`config.mk`:
```
export PLATFORM = sky130hd
export DESIGN_NAME = irq_seq
export DESIGN_NICKNAME = d
export VERILOG_FILES = /design/src/rtl/irq_seq_pkg.sv /design/src/rtl/irq_src_arb.sv /design/src/rtl/irq_seq_fsm.sv /design/src/rtl/irq_seq.sv
export SDC_FILE = /design/constraint.sdc
export NUM_CORES = 1
export LEC_CHECK = 0
export BUFFER_PORTS_ARGS = -buffer_cell sky130_fd_sc_hd__buf_2
export CORE_MARGIN = 4
export CORE_UTILIZATION = 57
export DETAILED_ROUTE_END_ITERATION = 10
export PLACE_DENSITY = 0.86
export RECOVER_POWER = 100
export SLEW_MARGIN = 40
export SYNTH_ARGS = -nofsm -noshare
export SYNTH_HDL_FRONTEND = slang
export SYNTH_SLANG_ARGS = --single-unit
```
`constraint.sdc`:
```
create_clock -name clk -period 11.1 [get_ports clk]
set_clock_uncertainty 0.2 [all_clocks]
set_input_delay 1.665 -clock clk [delete_from_list [all_inputs] [get_ports clk]]
set_output_delay 1.665 -clock clk [all_outputs]
set_load 0.005 [all_outputs]
```
`src/rtl/irq_seq_pkg.sv`:
```
package irq_seq_pkg;
    localparam int WORD_W       = 16;
    localparam int SEG_SHIFT    = 4;
    localparam int ADDR_W       = WORD_W + SEG_SHIFT;
    localparam int TYPE_W       = 8;
    localparam int IF_POS       = 9;
    localparam int TF_POS       = 8;
    localparam int NMI_VEC      = 2;
    localparam int TRAP_VEC     = 1;
    localparam int ENTRY_PUSHES = 3;
    localparam int VEC_READS    = 2;
    localparam int RET_POPS     = 3;
    localparam int SLOTS        = RET_POPS;
    localparam int STEP_W       = $clog2(SLOTS + 1);
    localparam int WORD_BYTES   = 2;

    typedef logic [WORD_W-1:0] word_t;
    typedef logic [ADDR_W-1:0] paddr_t;
    typedef logic [TYPE_W-1:0] vtype_t;
    typedef logic [STEP_W-1:0] step_t;

    typedef enum logic [2:0] {
        ST_IDLE, ST_PUSH, ST_VREAD, ST_POP, ST_DRAIN, ST_DONE
    } state_e;

    typedef struct packed {
        logic   go_int;
        logic   go_ret;
        vtype_t vtype;
    } accept_t;

    function automatic paddr_t phys(input word_t seg, input word_t off);
        return {seg, {SEG_SHIFT{1'b0}}} + {{SEG_SHIFT{1'b0}}, off};
    endfunction

    function automatic paddr_t vec_addr(input vtype_t t, input logic hi);
        return {{(ADDR_W-TYPE_W-2){1'b0}}, t, hi, 1'b0};
    endfunction

    function automatic word_t mask_entry(input word_t f);
        word_t m;
        m = f;
        m[IF_POS] = 1'b0;
        m[TF_POS] = 1'b0;
        return m;
    endfunction

    function automatic word_t step_ofs(input step_t s);
        return {{(WORD_W-STEP_W-1){1'b0}}, s, 1'b0};
    endfunction
endpackage

```
`src/rtl/irq_src_arb.sv`:
```
module irq_src_arb
    import irq_seq_pkg::*;
(
    input  logic    clk,
    input  logic    rst,
    input  logic    idle_i,
    input  logic    boundary_i,
    input  logic    iret_i,
    input  logic    intr_i,
    input  logic    nmi_i,
    input  logic    swi_req_i,
    input  vtype_t  swi_type_i,
    input  vtype_t  ack_type_i,
    input  logic    if_i,
    input  logic    tf_i,
    output accept_t acc_o
);
    logic nmi_prev_q, nmi_pend_q, nmi_rise, nmi_live, take_nmi;

    assign nmi_rise = nmi_i & ~nmi_prev_q;
    assign nmi_live = nmi_pend_q | nmi_rise;

    always_comb begin
        acc_o    = '0;
        take_nmi = 1'b0;
        if (idle_i) begin
            if (iret_i) begin
                acc_o.go_ret = 1'b1;
            end else if (boundary_i) begin
                if (nmi_live) begin
                    acc_o.go_int = 1'b1;
                    acc_o.vtype  = vtype_t'(NMI_VEC);
                    take_nmi     = 1'b1;
                end else if (swi_req_i) begin
                    acc_o.go_int = 1'b1;
                    acc_o.vtype  = swi_type_i;
                end else if (tf_i) begin
                    acc_o.go_int = 1'b1;
                    acc_o.vtype  = vtype_t'(TRAP_VEC);
                end else if (intr_i && if_i) begin
                    acc_o.go_int = 1'b1;
                    acc_o.vtype  = ack_type_i;
                end
            end
        end
    end

    always_ff @(posedge clk) begin
        if (rst) begin
            nmi_prev_q <= 1'b0;
            nmi_pend_q <= 1'b0;
        end else begin
            nmi_prev_q <= nmi_i;
            nmi_pend_q <= nmi_live & ~take_nmi;
        end
    end
endmodule

```
`src/rtl/irq_seq_fsm.sv`:
```
module irq_seq_fsm
    import irq_seq_pkg::*;
(
    input  logic   clk,
    input  logic   rst,
    input  logic   go_int_i,
    input  logic   go_ret_i,
    output state_e state_o,
    output step_t  step_o,
    output logic   ret_mode_o
);
    always_ff @(posedge clk) begin
        if (rst) begin
            state_o    <= ST_IDLE;
            step_o     <= '0;
            ret_mode_o <= 1'b0;
        end else begin
            case (state_o)
                ST_IDLE: begin
                    step_o <= '0;
                    if (go_ret_i) begin
                        state_o    <= ST_POP;
                        ret_mode_o <= 1'b1;
                    end else if (go_int_i) begin
                        state_o    <= ST_PUSH;
                        ret_mode_o <= 1'b0;
                    end
                end
                ST_PUSH: begin
                    if (step_o == step_t'(ENTRY_PUSHES-1)) begin
                        state_o <= ST_VREAD;
                        step_o  <= '0;
                    end else begin
                        step_o <= step_o + 1'b1;
                    end
                end
                ST_VREAD: begin
                    if (step_o == step_t'(VEC_READS-1)) begin
                        state_o <= ST_DRAIN;
                        step_o  <= '0;
                    end else begin
                        step_o <= step_o + 1'b1;
                    end
                end
                ST_POP: begin
                    if (step_o == step_t'(RET_POPS-1)) begin
                        state_o <= ST_DRAIN;
                        step_o  <= '0;
                    end else begin
                        step_o <= step_o + 1'b1;
                    end
                end
                ST_DRAIN: state_o <= ST_DONE;
                default:  state_o <= ST_IDLE;
            endcase
        end
    end
endmodule

```
`src/rtl/irq_seq.sv`:
```
module irq_seq
    import irq_seq_pkg::*;
(
    input  logic              clk,
    input  logic              rst,
    input  logic              boundary_i,
    input  logic              iret_i,
    input  logic              intr_i,
    input  logic              nmi_i,
    input  logic              swi_req_i,
    input  logic [TYPE_W-1:0] swi_type_i,
    input  logic [TYPE_W-1:0] ack_type_i,
    input  logic [WORD_W-1:0] flags_i,
    input  logic [WORD_W-1:0] cs_i,
    input  logic [WORD_W-1:0] ip_i,
    input  logic [WORD_W-1:0] ss_i,
    input  logic [WORD_W-1:0] sp_i,
    output logic              mem_req_o,
    output logic              mem_we_o,
    output logic [ADDR_W-1:0] mem_addr_o,
    output logic [WORD_W-1:0] mem_wdata_o,
    input  logic [WORD_W-1:0] mem_rdata_i,
    output logic              busy_o,
    output logic              done_o,
    output logic [WORD_W-1:0] new_ip_o,
    output logic [WORD_W-1:0] new_cs_o,
    output logic [WORD_W-1:0] new_flags_o,
    output logic [WORD_W-1:0] new_sp_o
);
    state_e  state;
    step_t   step;
    logic    ret_mode;
    accept_t acc;
    word_t   ss_q, sp_q, fl_q, cs_q, ip_q;
    vtype_t  vt_q;
    logic    rd_go, rd_v_q;
    step_t   rd_idx_q;
    word_t   slot_q [SLOTS];

    irq_src_arb u_arb (
        .clk        (clk),
        .rst        (rst),
        .idle_i     (state == ST_IDLE),
        .boundary_i (boundary_i),
        .iret_i     (iret_i),
        .intr_i     (intr_i),
        .nmi_i      (nmi_i),
        .swi_req_i  (swi_req_i),
        .swi_type_i (swi_type_i),
        .ack_type_i (ack_type_i),
        .if_i       (flags_i[IF_POS]),
        .tf_i       (flags_i[TF_POS]),
        .acc_o      (acc)
    );

    irq_seq_fsm u_fsm (
        .clk        (clk),
        .rst        (rst),
        .go_int_i   (acc.go_int),
        .go_ret_i   (acc.go_ret),
        .state_o    (state),
        .step_o     (step),
        .ret_mode_o (ret_mode)
    );

    // Capture the core context at acceptance.
    always_ff @(posedge clk) begin
        if (rst) begin
            ss_q <= '0; sp_q <= '0; fl_q <= '0;
            cs_q <= '0; ip_q <= '0; vt_q <= '0;
        end else if (acc.go_ret) begin
            ss_q <= ss_i;
            sp_q <= sp_i;
        end else if (acc.go_int) begin
            ss_q <= ss_i;
            sp_q <= sp_i;
            fl_q <= flags_i;
            cs_q <= cs_i;
            ip_q <= ip_i;
            vt_q <= acc.vtype;
        end
    end

    // Memory port driven from the current step.
    always_comb begin
        mem_req_o   = 1'b0;
        mem_we_o    = 1'b0;
        mem_addr_o  = '0;
        mem_wdata_o = '0;
        case (state)
            ST_PUSH: begin
                mem_req_o  = 1'b1;
                mem_we_o   = 1'b1;
                mem_addr_o = phys(ss_q, sp_q - step_ofs(step) - word_t'(WORD_BYTES));
                case (step)
                    step_t'(0): mem_wdata_o = fl_q;
                    step_t'(1): mem_wdata_o = cs_q;
                    default:    mem_wdata_o = ip_q;
                endcase
            end
            ST_VREAD: begin
                mem_req_o  = 1'b1;
                mem_addr_o = vec_addr(vt_q, step[0]);
            end
            ST_POP: begin
                mem_req_o  = 1'b1;
                mem_addr_o = phys(ss_q, sp_q + step_ofs(step));
            end
            default: ;
        endcase
    end

    assign rd_go = (state == ST_VREAD) || (state == ST_POP);

    always_ff @(posedge clk) begin
        if (rst) begin
            rd_v_q   <= 1'b0;
            rd_idx_q <= '0;
        end else begin
            rd_v_q   <= rd_go;
            rd_idx_q <= step;
        end
    end

    // One capture register per returned word.
    for (genvar g = 0; g < SLOTS; g++) begin : g_slot
        always_ff @(posedge clk) begin
            if (rst) begin
                slot_q[g] <= '0;
            end else if (rd_v_q && (rd_idx_q == step_t'(g))) begin
                slot_q[g] <= mem_rdata_i;
            end
        end
    end

    assign busy_o      = (state == ST_PUSH) || (state == ST_VREAD) ||
                         (state == ST_POP)  || (state == ST_DRAIN);
    assign done_o      = (state == ST_DONE);
    assign new_ip_o    = slot_q[0];
    assign new_cs_o    = slot_q[1];
    assign new_flags_o = ret_mode ? slot_q[2] : mask_entry(fl_q);
    assign new_sp_o    = ret_mode ? sp_q + word_t'(WORD_BYTES*RET_POPS)
                                  : sp_q - word_t'(WORD_BYTES*ENTRY_PUSHES);
endmodule

```
==> results of run 1 <==
[power groups by stage]
stage	clock network, mW	registers (mW)	logic (mW)
4_1_cts	0.564	0.725	1.23
3_3_place_gp	0	0.731	1.19
3_5_place_dp	0	0.735	1.21
2_1_floorplan	0	0.694	0.908
5_1_grt	0.589	0.739	1.33
6_report	0.556	0.727	1.19
[placed cells by master (no fill, tap or decap), drive strengths merged, types with 8 or more instances in the layout]
| cell | count |
|---|---|
| buf | 148 |
| nand2 | 123 |
| nor2 | 119 |
| a21oi | 101 |
| clkbuf | 101 |
| dfxtp | 99 |
| and2 | 53 |
| mux2i | 51 |
| edfxtp | 48 |
| inv | 32 |
| ha | 31 |
| xnor2 | 22 |
| nor3 | 20 |
| a22oi | 18 |
| mux2 | 15 |
| xor2 | 12 |
| nor2b | 11 |
| o21ai | 11 |
| nand3 | 10 |
| o21a | 9 |
| nand2b | 8 |
[layout make-up]
class,instances,area [um^2],area share [%]
Clock buffer,20,447.9,4.630
Clock inverter,12,120.1,1.242
Inverter,26,97.59,1.009
Multi-Input combinational cell,688,4298,44.43
Sequential cell,147,3423,35.39
Tap cell,180,225.2,2.328
Timing Repair Buffer,229,1062,10.98
[path summary, 6_finish.rpt]
kind	from	cells past startpoint	endpoint
hold reg to reg	cs_q[2]$_SDFFE_PP0P_	2	cs_q[2]$_SDFFE_PP0P_
setup reg to reg	u_fsm.state_o[0]$_SDFFE_PP0P_	6	fl_q[12]$_SDFFE_PP0P_
hold / removal	cs_q[2]$_SDFFE_PP0P_	2	cs_q[2]$_SDFFE_PP0P_
setup / recovery	sp_q[2]$_SDFFE_PP0P_	19	mem_addr_o[18]
[state kept, by name, summed over array words and instances, names as in the netlist]
name,cells
slot_q,48
cs_q,16
fl_q,16
ip_q,16
sp_q,16
ss_q,16
vt_q,8
u_fsm.state_o,3
rd_idx_q,2
u_fsm.step_o,2
rd_v_q,1
u_arb.nmi_pend_q,1
u_arb.nmi_prev_q,1
u_fsm.ret_mode_o,1
[kinds of logic (layout without fill, tap and decap cells)]
group | after synthesis | count (layout) | synth area share, %
XOR/XNOR | 34 | 34 | 3.698
adder cells (fa/ha/maj) | 35 | 35 | 5.812
buffers and inverters | 80 | 287 | 4.134
AND/OR/NAND/NOR | 370 | 370 | 21.31
AO/OA/AOI/OAI | 183 | 183 | 14.09
multiplexers | 66 | 66 | 8.438
flip-flops | 147 | 147 | 42.52
[per-stage QoR]
| stage | hold slack [ns] | util (%) |
|---|---|---|
| 6_report | 0.2526 | 69.70 |
| 5_1_grt | 0.2781 | 69.70 |
| 4_1_cts | 0.2566 | 70.61 |
| 3_5_place_dp | 0.2461 | 66.52 |
| 3_3_place_gp | 0.2413 | 66.41 |
| 2_1_floorplan | 0.2357 | - |
[metal layers]
layer  track usage, %  wire length (um)  vias up
met5                0                13        -
met4            10.73               568        2
met3            8.505              1848       44
met2            45.17             10520      284
met1            30.46              8175     3368
li1                 -                 -     3553
[tightest hold or removal path, delay by kind of cell (launching register included)]
kind	cells	cell delay, ns
flip-flops	1	0.31
AND/OR/NAND/NOR	1	0.05
AO/OA/AOI/OAI	1	0.05
[Yosys cell counts (3+ instances only)]
master    instances  area share (%)
nand2_1         123             5.7
nor2_1          118             5.5
a21oi_1         100             6.2
dfxtp_1          99              25
and2_1           52             4.0
mux2i_1          51             6.3
edfxtp_1         48              18
clkbuf_1         32             1.5
ha_1             31             4.8
inv_1            26             1.2
xnor2_1          22             2.4
nor3_1           19             1.2
a22oi_1          18             1.7
mux2_2           15             2.1
buf_2            14            0.87
xor2_1           12             1.3
nor2b_1          11            0.85
nand3_1           9            0.56
o21a_1            9            0.84
nand2b_1          8            0.62
o21ai_0           8            0.50
a21o_1            7            0.65
a211oi_1          5            0.47
buf_1             5            0.23
a31oi_1           4            0.31
and3_1            4            0.31
fa_1              4            0.99
o31ai_1           4            0.37
or3_1             4            0.31
a31o_2            3            0.33
and3b_1           3            0.33
nand4_1           3            0.23
nor3b_1           3            0.28
nor4_1            3            0.23
o21ai_1           3            0.19
==> impl_metrics.prom, run 1 <==
# TYPE chip_impl_metric gauge
chip_impl_metric{name="grt_pass1_wl",unit="um"} 33860
chip_impl_metric{name="via_count",unit=""} 7251
chip_impl_metric{name="async_flop_share",unit="%"} 0
chip_impl_metric{name="synth.cell_area",unit="um^2"} 8051
chip_impl_metric{name="grt.total_usage",unit="%"} 26.36
chip_impl_metric{name="postRouteWirelength",unit="um"} 21130
chip_impl_metric{name="slew_at_the_pin_with_the_worst_max_slew_slack",unit="ns"} 4.337
chip_impl_metric{name="vdd_drop_max",unit="uV"} 132.2
chip_impl_metric{name="core-area",unit="um^2"} 13880
chip_impl_metric{name="power.static_leakage",unit="nW"} 4.086
chip_impl_metric{name="die-width",unit="um"} 126.9
chip_impl_metric{name="dp.final_hpwl",unit="um"} 15230
chip_impl_metric{name="final.setup.worst_slack",unit="ns"} 4.571
chip_impl_metric{name="post_drt_via_cell_ratio",unit=""} 5.569
chip_impl_info{name="category_of_the_critical_setup_timing_path",value="register to output port"} 1
chip_impl_metric{name="ys_warn_count",unit=""} 0
chip_impl_metric{name="switching_share",unit="%"} 40.29
chip_impl_metric{name="top_level_ports",unit=""} 223
chip_impl_info{name="critical_path.cell_chain",value="inv_1 > ha_1 > inv_1 > ha_1 > nor2b_1 > o21ai_0 > nand2_1 > o21ai_0 > xor2_1 > ha_1 > inv_1 > fa_1 > nor2b_1 > o31ai_1 > a211oi_1 > o41ai_1 > or3_1 > a21oi_1 > buf_2"} 1
chip_impl_metric{name="max_freq",unit="MHz"} 153.2
chip_impl_metric{name="synth.ff_latch_count",unit=""} 147
chip_impl_metric{name="core.rowCount",unit=""} 43
chip_impl_metric{name="synth.yosys.seq_area_share",unit="%"} 42.52
chip_impl_info{name="clock-root-buffer",value="clkbuf_16"} 1
chip_impl_metric{name="setup_fix_buffers_added_after_clock_tree_synthesis",unit=""} 0
chip_impl_metric{name="share_clk_of_total_power",unit="%"} 22.5
chip_impl_metric{name="final_weighted_congestion_in_routability_driven_placement",unit=""} 0.8776
chip_impl_metric{name="overflow",unit=""} 0
chip_impl_metric{name="syn2layout_area_growth",unit="%"} 20.16
chip_impl_metric{name="power.density",unit="nW/um^2"} 255.8
chip_impl_metric{name="dpl.cell_count",unit=""} 1270
chip_impl_metric{name="number_of_enable_type_register_cells_in_the_synthesized_netlist",unit=""} 48
chip_impl_metric{name="p_int",unit="mW"} 1.477
chip_impl_metric{name="synthCells",unit=""} 915
chip_impl_metric{name="ys_types",unit=""} 63
chip_impl_metric{name="synthesized_area_divided_by_synthesized_cell_count",unit="um^2"} 8.799
chip_impl_info{name="cpLargestDelayFamily",value="compound AO/OA/AOI/OAI gates"} 1
chip_impl_metric{name="post_route_cells_drive_above_1_share",unit="%"} 18.81
chip_impl_metric{name="grt_antenna_before_repair",unit=""} 1
chip_impl_metric{name="drt_first_pass_iters",unit=""} 5
chip_impl_info{name="failed_checks",value="capacitance limit, slew limit"} 1
chip_impl_metric{name="setup-tns-final",unit="ns"} 0
chip_impl_metric{name="fill_cell_instance_count_of_the_final_layout",unit=""} 1106
chip_impl_metric{name="die_h",unit="um"} 126.9
chip_impl_metric{name="crit_buf_inv",unit=""} 4
chip_impl_metric{name="power.share.combinational",unit="%"} 48.1
chip_impl_metric{name="finalSetupViolations",unit=""} 0
chip_impl_metric{name="finish.instance_area",unit="um^2"} 9674
chip_impl_info{name="tritoncts",value="done"} 1
chip_impl_metric{name="antenna-diode-count",unit=""} 0
chip_impl_metric{name="cts_h_tree_depth",unit=""} 4
chip_impl_metric{name="report.final.hold_viol_count",unit=""} 0
chip_impl_metric{name="route.antenna.remaining_nets",unit=""} 0
chip_impl_metric{name="cts_max_path_buffers",unit=""} 2
chip_impl_metric{name="post-place-ws",unit="ns"} 5.222
chip_impl_metric{name="via_count_of_the_first_global_routing_pass",unit=""} 6996
chip_impl_metric{name="net_count_of_the_mapped_netlist",unit=""} 1069
chip_impl_info{name="rsz0062_at_grt",value="false"} 1
chip_impl_metric{name="post_route_drc",unit=""} 0
chip_impl_metric{name="die_area",unit="um^2"} 16090
chip_impl_metric{name="totalPowerFinal",unit="mW"} 2.474
chip_impl_metric{name="placement.cell_area",unit="um^2"} 9234
chip_impl_metric{name="number_of_nets_in_the_layout",unit=""} 1263
chip_impl_metric{name="non_filler_instance_count_after_layout",unit=""} 1302
chip_impl_metric{name="total_switching_power",unit="mW"} 0.9969
chip_impl_metric{name="worst_skew_pair.late_latency",unit="ns"} 0.43
chip_impl_metric{name="timing.final.crit_share",unit="%"} 58.82
chip_impl_metric{name="postCtsHoldBufs",unit=""} 0
chip_impl_metric{name="cts_repair_resize_count",unit=""} 0
chip_impl_metric{name="final.min_clock_period",unit="ns"} 6.529
chip_impl_info{name="ys.flop_type",value="dfxtp_1"} 1
chip_impl_info{name="timing.critical_path.to_type",value="output port"} 1
chip_impl_metric{name="max-slew-margin-rel",unit="%"} -189.1
chip_impl_metric{name="drt-initial-drc-count",unit=""} 524
chip_impl_metric{name="ff2ff_setup_slack",unit="ns"} 8.46
chip_impl_metric{name="portBuffers",unit=""} 222
chip_impl_info{name="worstHoldPathType",value="register to register"} 1
chip_impl_info{name="worst_path_max_delay_cell",value="dfxtp_1"} 1
chip_impl_metric{name="crit_required",unit="ns"} 9.24
chip_impl_metric{name="cts.clk_slew.worst_paths",unit="ns"} 0.06
chip_impl_metric{name="cts_made_buffers",unit=""} 17
chip_impl_metric{name="initial_core_util",unit="%"} 58.00
chip_impl_metric{name="post_drt_wl_per_cell",unit="um"} 16.23
chip_impl_metric{name="grt_start_max_net_pins",unit=""} 104
chip_impl_info{name="worstSetupStartpointType",value="register"} 1
chip_impl_metric{name="drv.max_cap_violation_count",unit=""} 1
chip_impl_metric{name="tritoncts_num_sinks",unit=""} 147
chip_impl_metric{name="biggest_cell_delay_along_the_critical_path",unit="ns"} 0.42
chip_impl_metric{name="seqPwrFrac",unit="%"} 29.4
chip_impl_metric{name="arrival",unit="ns"} 4.66
chip_impl_info{name="status",value="finished, violations left"} 1
chip_impl_metric{name="timing.final.max_slew_violations",unit=""} 104
chip_impl_metric{name="crit_path_max_fanout",unit=""} 5
(Power assumes the default switching activity.)
==> run 2: changes to the inputs <==
--- a/config.mk
+++ b/config.mk
@@ -7,9 +7,9 @@
 export LEC_CHECK = 0
 export BUFFER_PORTS_ARGS = -buffer_cell sky130_fd_sc_hd__buf_2
 export CORE_MARGIN = 4
-export CORE_UTILIZATION = 57
+export CORE_UTILIZATION = 48
 export DETAILED_ROUTE_END_ITERATION = 10
-export PLACE_DENSITY = 0.86
+export PLACE_DENSITY = 0.77
 export RECOVER_POWER = 100
 export SLEW_MARGIN = 40
 export SYNTH_ARGS = -nofsm -noshare
==> constraint.sdc (replaced) <==
create_clock -name clk -period 5.7 [get_ports clk]
set_clock_uncertainty 0.2 [all_clocks]
set_input_delay 0.855 -clock clk [delete_from_list [all_inputs] [get_ports clk]]
set_output_delay 0.855 -clock clk [all_outputs]
set_load 0.005 [all_outputs]
==> impl_metrics.prom, run 2 (synthesis results as in run 1) <==
# TYPE chip_impl_metric gauge
chip_impl_metric{name="total_switching_power",unit="mW"} 1.979
chip_impl_metric{name="power.density",unit="nW/um^2"} 500.7
chip_impl_metric{name="crit_buf_inv",unit=""} 4
chip_impl_metric{name="ff2ff_path_depth",unit=""} 5
chip_impl_metric{name="biggest_cell_delay_along_the_critical_path",unit="ns"} 0.41
chip_impl_metric{name="vdd_drop_max",unit="uV"} 269.4
chip_impl_metric{name="power.share.combinational",unit="%"} 48.4
chip_impl_info{name="clock-root-buffer",value="clkbuf_16"} 1
chip_impl_metric{name="cts_h_tree_depth",unit=""} 4
chip_impl_metric{name="finalSetupViolations",unit=""} 0
chip_impl_metric{name="core.rowCount",unit=""} 47
chip_impl_metric{name="post_drt_wl_per_cell",unit="um"} 16.01
chip_impl_metric{name="largest_register_ffs",unit=""} 48
chip_impl_info{name="final_cell_mix",value="143 x buf_2, 122 x nand2_1, 118 x nor2_1"} 1
chip_impl_metric{name="grt_antenna_before_repair",unit=""} 1
chip_impl_metric{name="p_int",unit="mW"} 2.919
chip_impl_info{name="layout_commonest_cell",value="buf_2"} 1
chip_impl_metric{name="cts.clk_slew.worst_paths",unit="ns"} 0.06
chip_impl_metric{name="worst_skew_pair.late_latency",unit="ns"} 0.42
chip_impl_metric{name="initial_core_util",unit="%"} 48.72
chip_impl_metric{name="via_count",unit=""} 7083
chip_impl_metric{name="drv.max_cap_violation_count",unit=""} 2
chip_impl_metric{name="route.antenna.remaining_nets",unit=""} 0
chip_impl_info{name="biggest_register",value="slot_q"} 1
chip_impl_metric{name="postRouteWirelength",unit="um"} 21540
chip_impl_metric{name="final.min_clock_period",unit="ns"} 5.412
chip_impl_metric{name="slew_at_the_pin_with_the_worst_max_slew_slack",unit="ns"} 4.348
chip_impl_metric{name="report.final.hold_viol_count",unit=""} 0
chip_impl_metric{name="max_freq",unit="MHz"} 184.8
chip_impl_metric{name="drt_first_pass_iters",unit=""} 5
chip_impl_metric{name="share_clk_of_total_power",unit="%"} 23.3
chip_impl_metric{name="power.static_leakage",unit="nW"} 4.091
chip_impl_metric{name="switching_share",unit="%"} 40.41
chip_impl_metric{name="crit_required",unit="ns"} 4.64
chip_impl_metric{name="tritoncts_num_sinks",unit=""} 147
chip_impl_metric{name="die_h",unit="um"} 137.5
chip_impl_info{name="critical_path.cell_chain",value="inv_1 > ha_1 > inv_1 > fa_1 > a21oi_1 > inv_1 > nor4_1 > a21oi_1 > xnor2_1 > ha_1 > o211a_1 > o31ai_2 > a211oi_2 > o41ai_2 > or3_1 > a21oi_1 > clkbuf_1"} 1
chip_impl_metric{name="final_weighted_congestion_in_routability_driven_placement",unit=""} 0.8675
chip_impl_metric{name="antenna-diode-count",unit=""} 0
chip_impl_metric{name="final.setup.worst_slack",unit="ns"} 0.2885
chip_impl_metric{name="cts_max_path_buffers",unit=""} 2
chip_impl_info{name="tritoncts",value="done"} 1
chip_impl_metric{name="die-width",unit="um"} 137.5
chip_impl_info{name="worstSetupStartpointType",value="register"} 1
chip_impl_metric{name="timing.final.max_slew_violations",unit=""} 98
chip_impl_metric{name="arrival",unit="ns"} 4.36
chip_impl_info{name="category_of_the_critical_setup_timing_path",value="register to output port"} 1
chip_impl_metric{name="max-slew-margin-rel",unit="%"} -189.9
chip_impl_info{name="timing.critical_path.to_type",value="output port"} 1
chip_impl_metric{name="fill_cell_instance_count_of_the_final_layout",unit=""} 1518
chip_impl_metric{name="postCtsHoldBufs",unit=""} 0
chip_impl_metric{name="dp.final_hpwl",unit="um"} 15690
chip_impl_metric{name="post_route_cells_drive_above_1_share",unit="%"} 18.67
chip_impl_info{name="status",value="finished, violations left"} 1
chip_impl_metric{name="seqPwrFrac",unit="%"} 28.3
chip_impl_metric{name="grt_pass1_wl",unit="um"} 33530
chip_impl_metric{name="via_count_of_the_first_global_routing_pass",unit=""} 6769
chip_impl_info{name="worstHoldPathType",value="register to register"} 1
chip_impl_metric{name="worstHoldPathCells",unit=""} 2
chip_impl_metric{name="syn2layout_area_growth",unit="%"} 21.51
chip_impl_metric{name="number_of_nets_in_the_layout",unit=""} 1266
chip_impl_info{name="worst_path_max_delay_cell",value="dfxtp_1"} 1
chip_impl_metric{name="grt.total_usage",unit="%"} 22.66
chip_impl_metric{name="die_area",unit="um^2"} 18910
chip_impl_metric{name="crit_path_max_fanout",unit=""} 5
chip_impl_info{name="failed_checks",value="capacitance limit, slew limit"} 1
chip_impl_metric{name="post-place-ws",unit="ns"} 0.6443
chip_impl_metric{name="portBuffers",unit=""} 222
chip_impl_metric{name="post_route_core_utilization",unit="%"} 59.20
chip_impl_info{name="rsz0062_at_grt",value="false"} 1
chip_impl_metric{name="post_drt_via_cell_ratio",unit=""} 5.266
chip_impl_metric{name="overflow",unit=""} 0
chip_impl_metric{name="post_route_drc",unit=""} 0
chip_impl_metric{name="grt_start_max_net_pins",unit=""} 98
chip_impl_metric{name="drt-initial-drc-count",unit=""} 446
chip_impl_metric{name="top_level_ports",unit=""} 223
chip_impl_metric{name="setup-tns-final",unit="ns"} 0
chip_impl_metric{name="cts_made_buffers",unit=""} 17
chip_impl_info{name="cpLargestDelayFamily",value="compound AO/OA/AOI/OAI gates"} 1
chip_impl_metric{name="worst-path-stages",unit=""} 17
chip_impl_metric{name="timing.final.crit_share",unit="%"} 94.94
chip_impl_metric{name="core-area",unit="um^2"} 16520
[run 2: cell count changes in the layout (fill, tap and decap cells not counted), sizes merged]
cell	before	now
clkinv	4	1
clkbuf	101	103
clkinvlp	1	3
inv	32	34
buf	148	147
bufinv	1	2
[run 2: repair_timing]
action,in CTS,in global routing
endpoints found under the setup margin,0,5
buffers inserted,0,1
gates resized for setup,0,4
[run 2: path summary, 6_finish.rpt]
| path | slack (ns) | start | end |
|---|---|---|---|
| setup / recovery | 0.29 | sp_q[1]$_SDFFE_PP0P_ | mem_addr_o[18] |
| hold / removal | 0.25 | cs_q[5]$_SDFFE_PP0P_ | cs_q[5]$_SDFFE_PP0P_ |
| setup reg to reg | 2.63 | u_fsm.step_o[0]$_SDFFE_PP0P_ | u_fsm.state_o[1]$_SDFFE_PP0P_ |
| hold reg to reg | 0.25 | cs_q[5]$_SDFFE_PP0P_ | cs_q[5]$_SDFFE_PP0P_ |
[run 2: layout make-up]
type | instances | area, um^2 | share of cell area (%)
Multi-Input combinational cell | 688 | 4319 | 44.15
Sequential cell | 147 | 3425 | 35.00
Timing Repair Buffer | 232 | 1074 | 10.97
Clock buffer | 18 | 429.2 | 4.387
Tap cell | 220 | 275.3 | 2.814
Clock inverter | 14 | 163.9 | 1.675
Inverter | 26 | 97.59 | 0.9976
[run 2: per-layer routing]
layer  vias to the layer above  routed length, um  GRT usage, %
li1                       3558                  -             -
met1                      3247               8669         26.94
met2                       241              10810         39.37
met3                        35               1725         6.720
met4                         2                317         6.984
met5                         -                 13             0
[run 2: tightest hold or removal path, delay by kind of cell, from the launching register on]
family | cells | cell delay, ns
and+or+nand+nor | 1 | 0.05
AOI/OAI and AO/OA | 1 | 0.05
DFF | 1 | 0.31
[run 2: metrics by stage]
step / hold slack (ns) / power (mW) / cells / cell area (um^2)
4_1_cts: 0.2559 / 4.986 / 1344 / 9897
5_1_grt: 0.2770 / 5.264 / 1345 / 9783
3_5_place_dp: 0.2469 / 3.832 / 1312 / 9304
2_1_floorplan: 0.2357 / 3.121 / 915 / 8051
3_3_place_gp: 0.2411 / 3.793 / 1312 / 9289
6_report: 0.2536 / 4.898 / 1345 / 9783
[run 2: power groups by stage]
stage | Clock, mW | Sequential [mW] | Combinational [mW]
6_report | 1.14 | 1.38 | 2.37
5_1_grt | 1.21 | 1.41 | 2.65
4_1_cts | 1.16 | 1.38 | 2.45
3_5_place_dp | 0 | 1.40 | 2.43
3_3_place_gp | 0 | 1.40 | 2.40
2_1_floorplan | 0 | 1.35 | 1.77
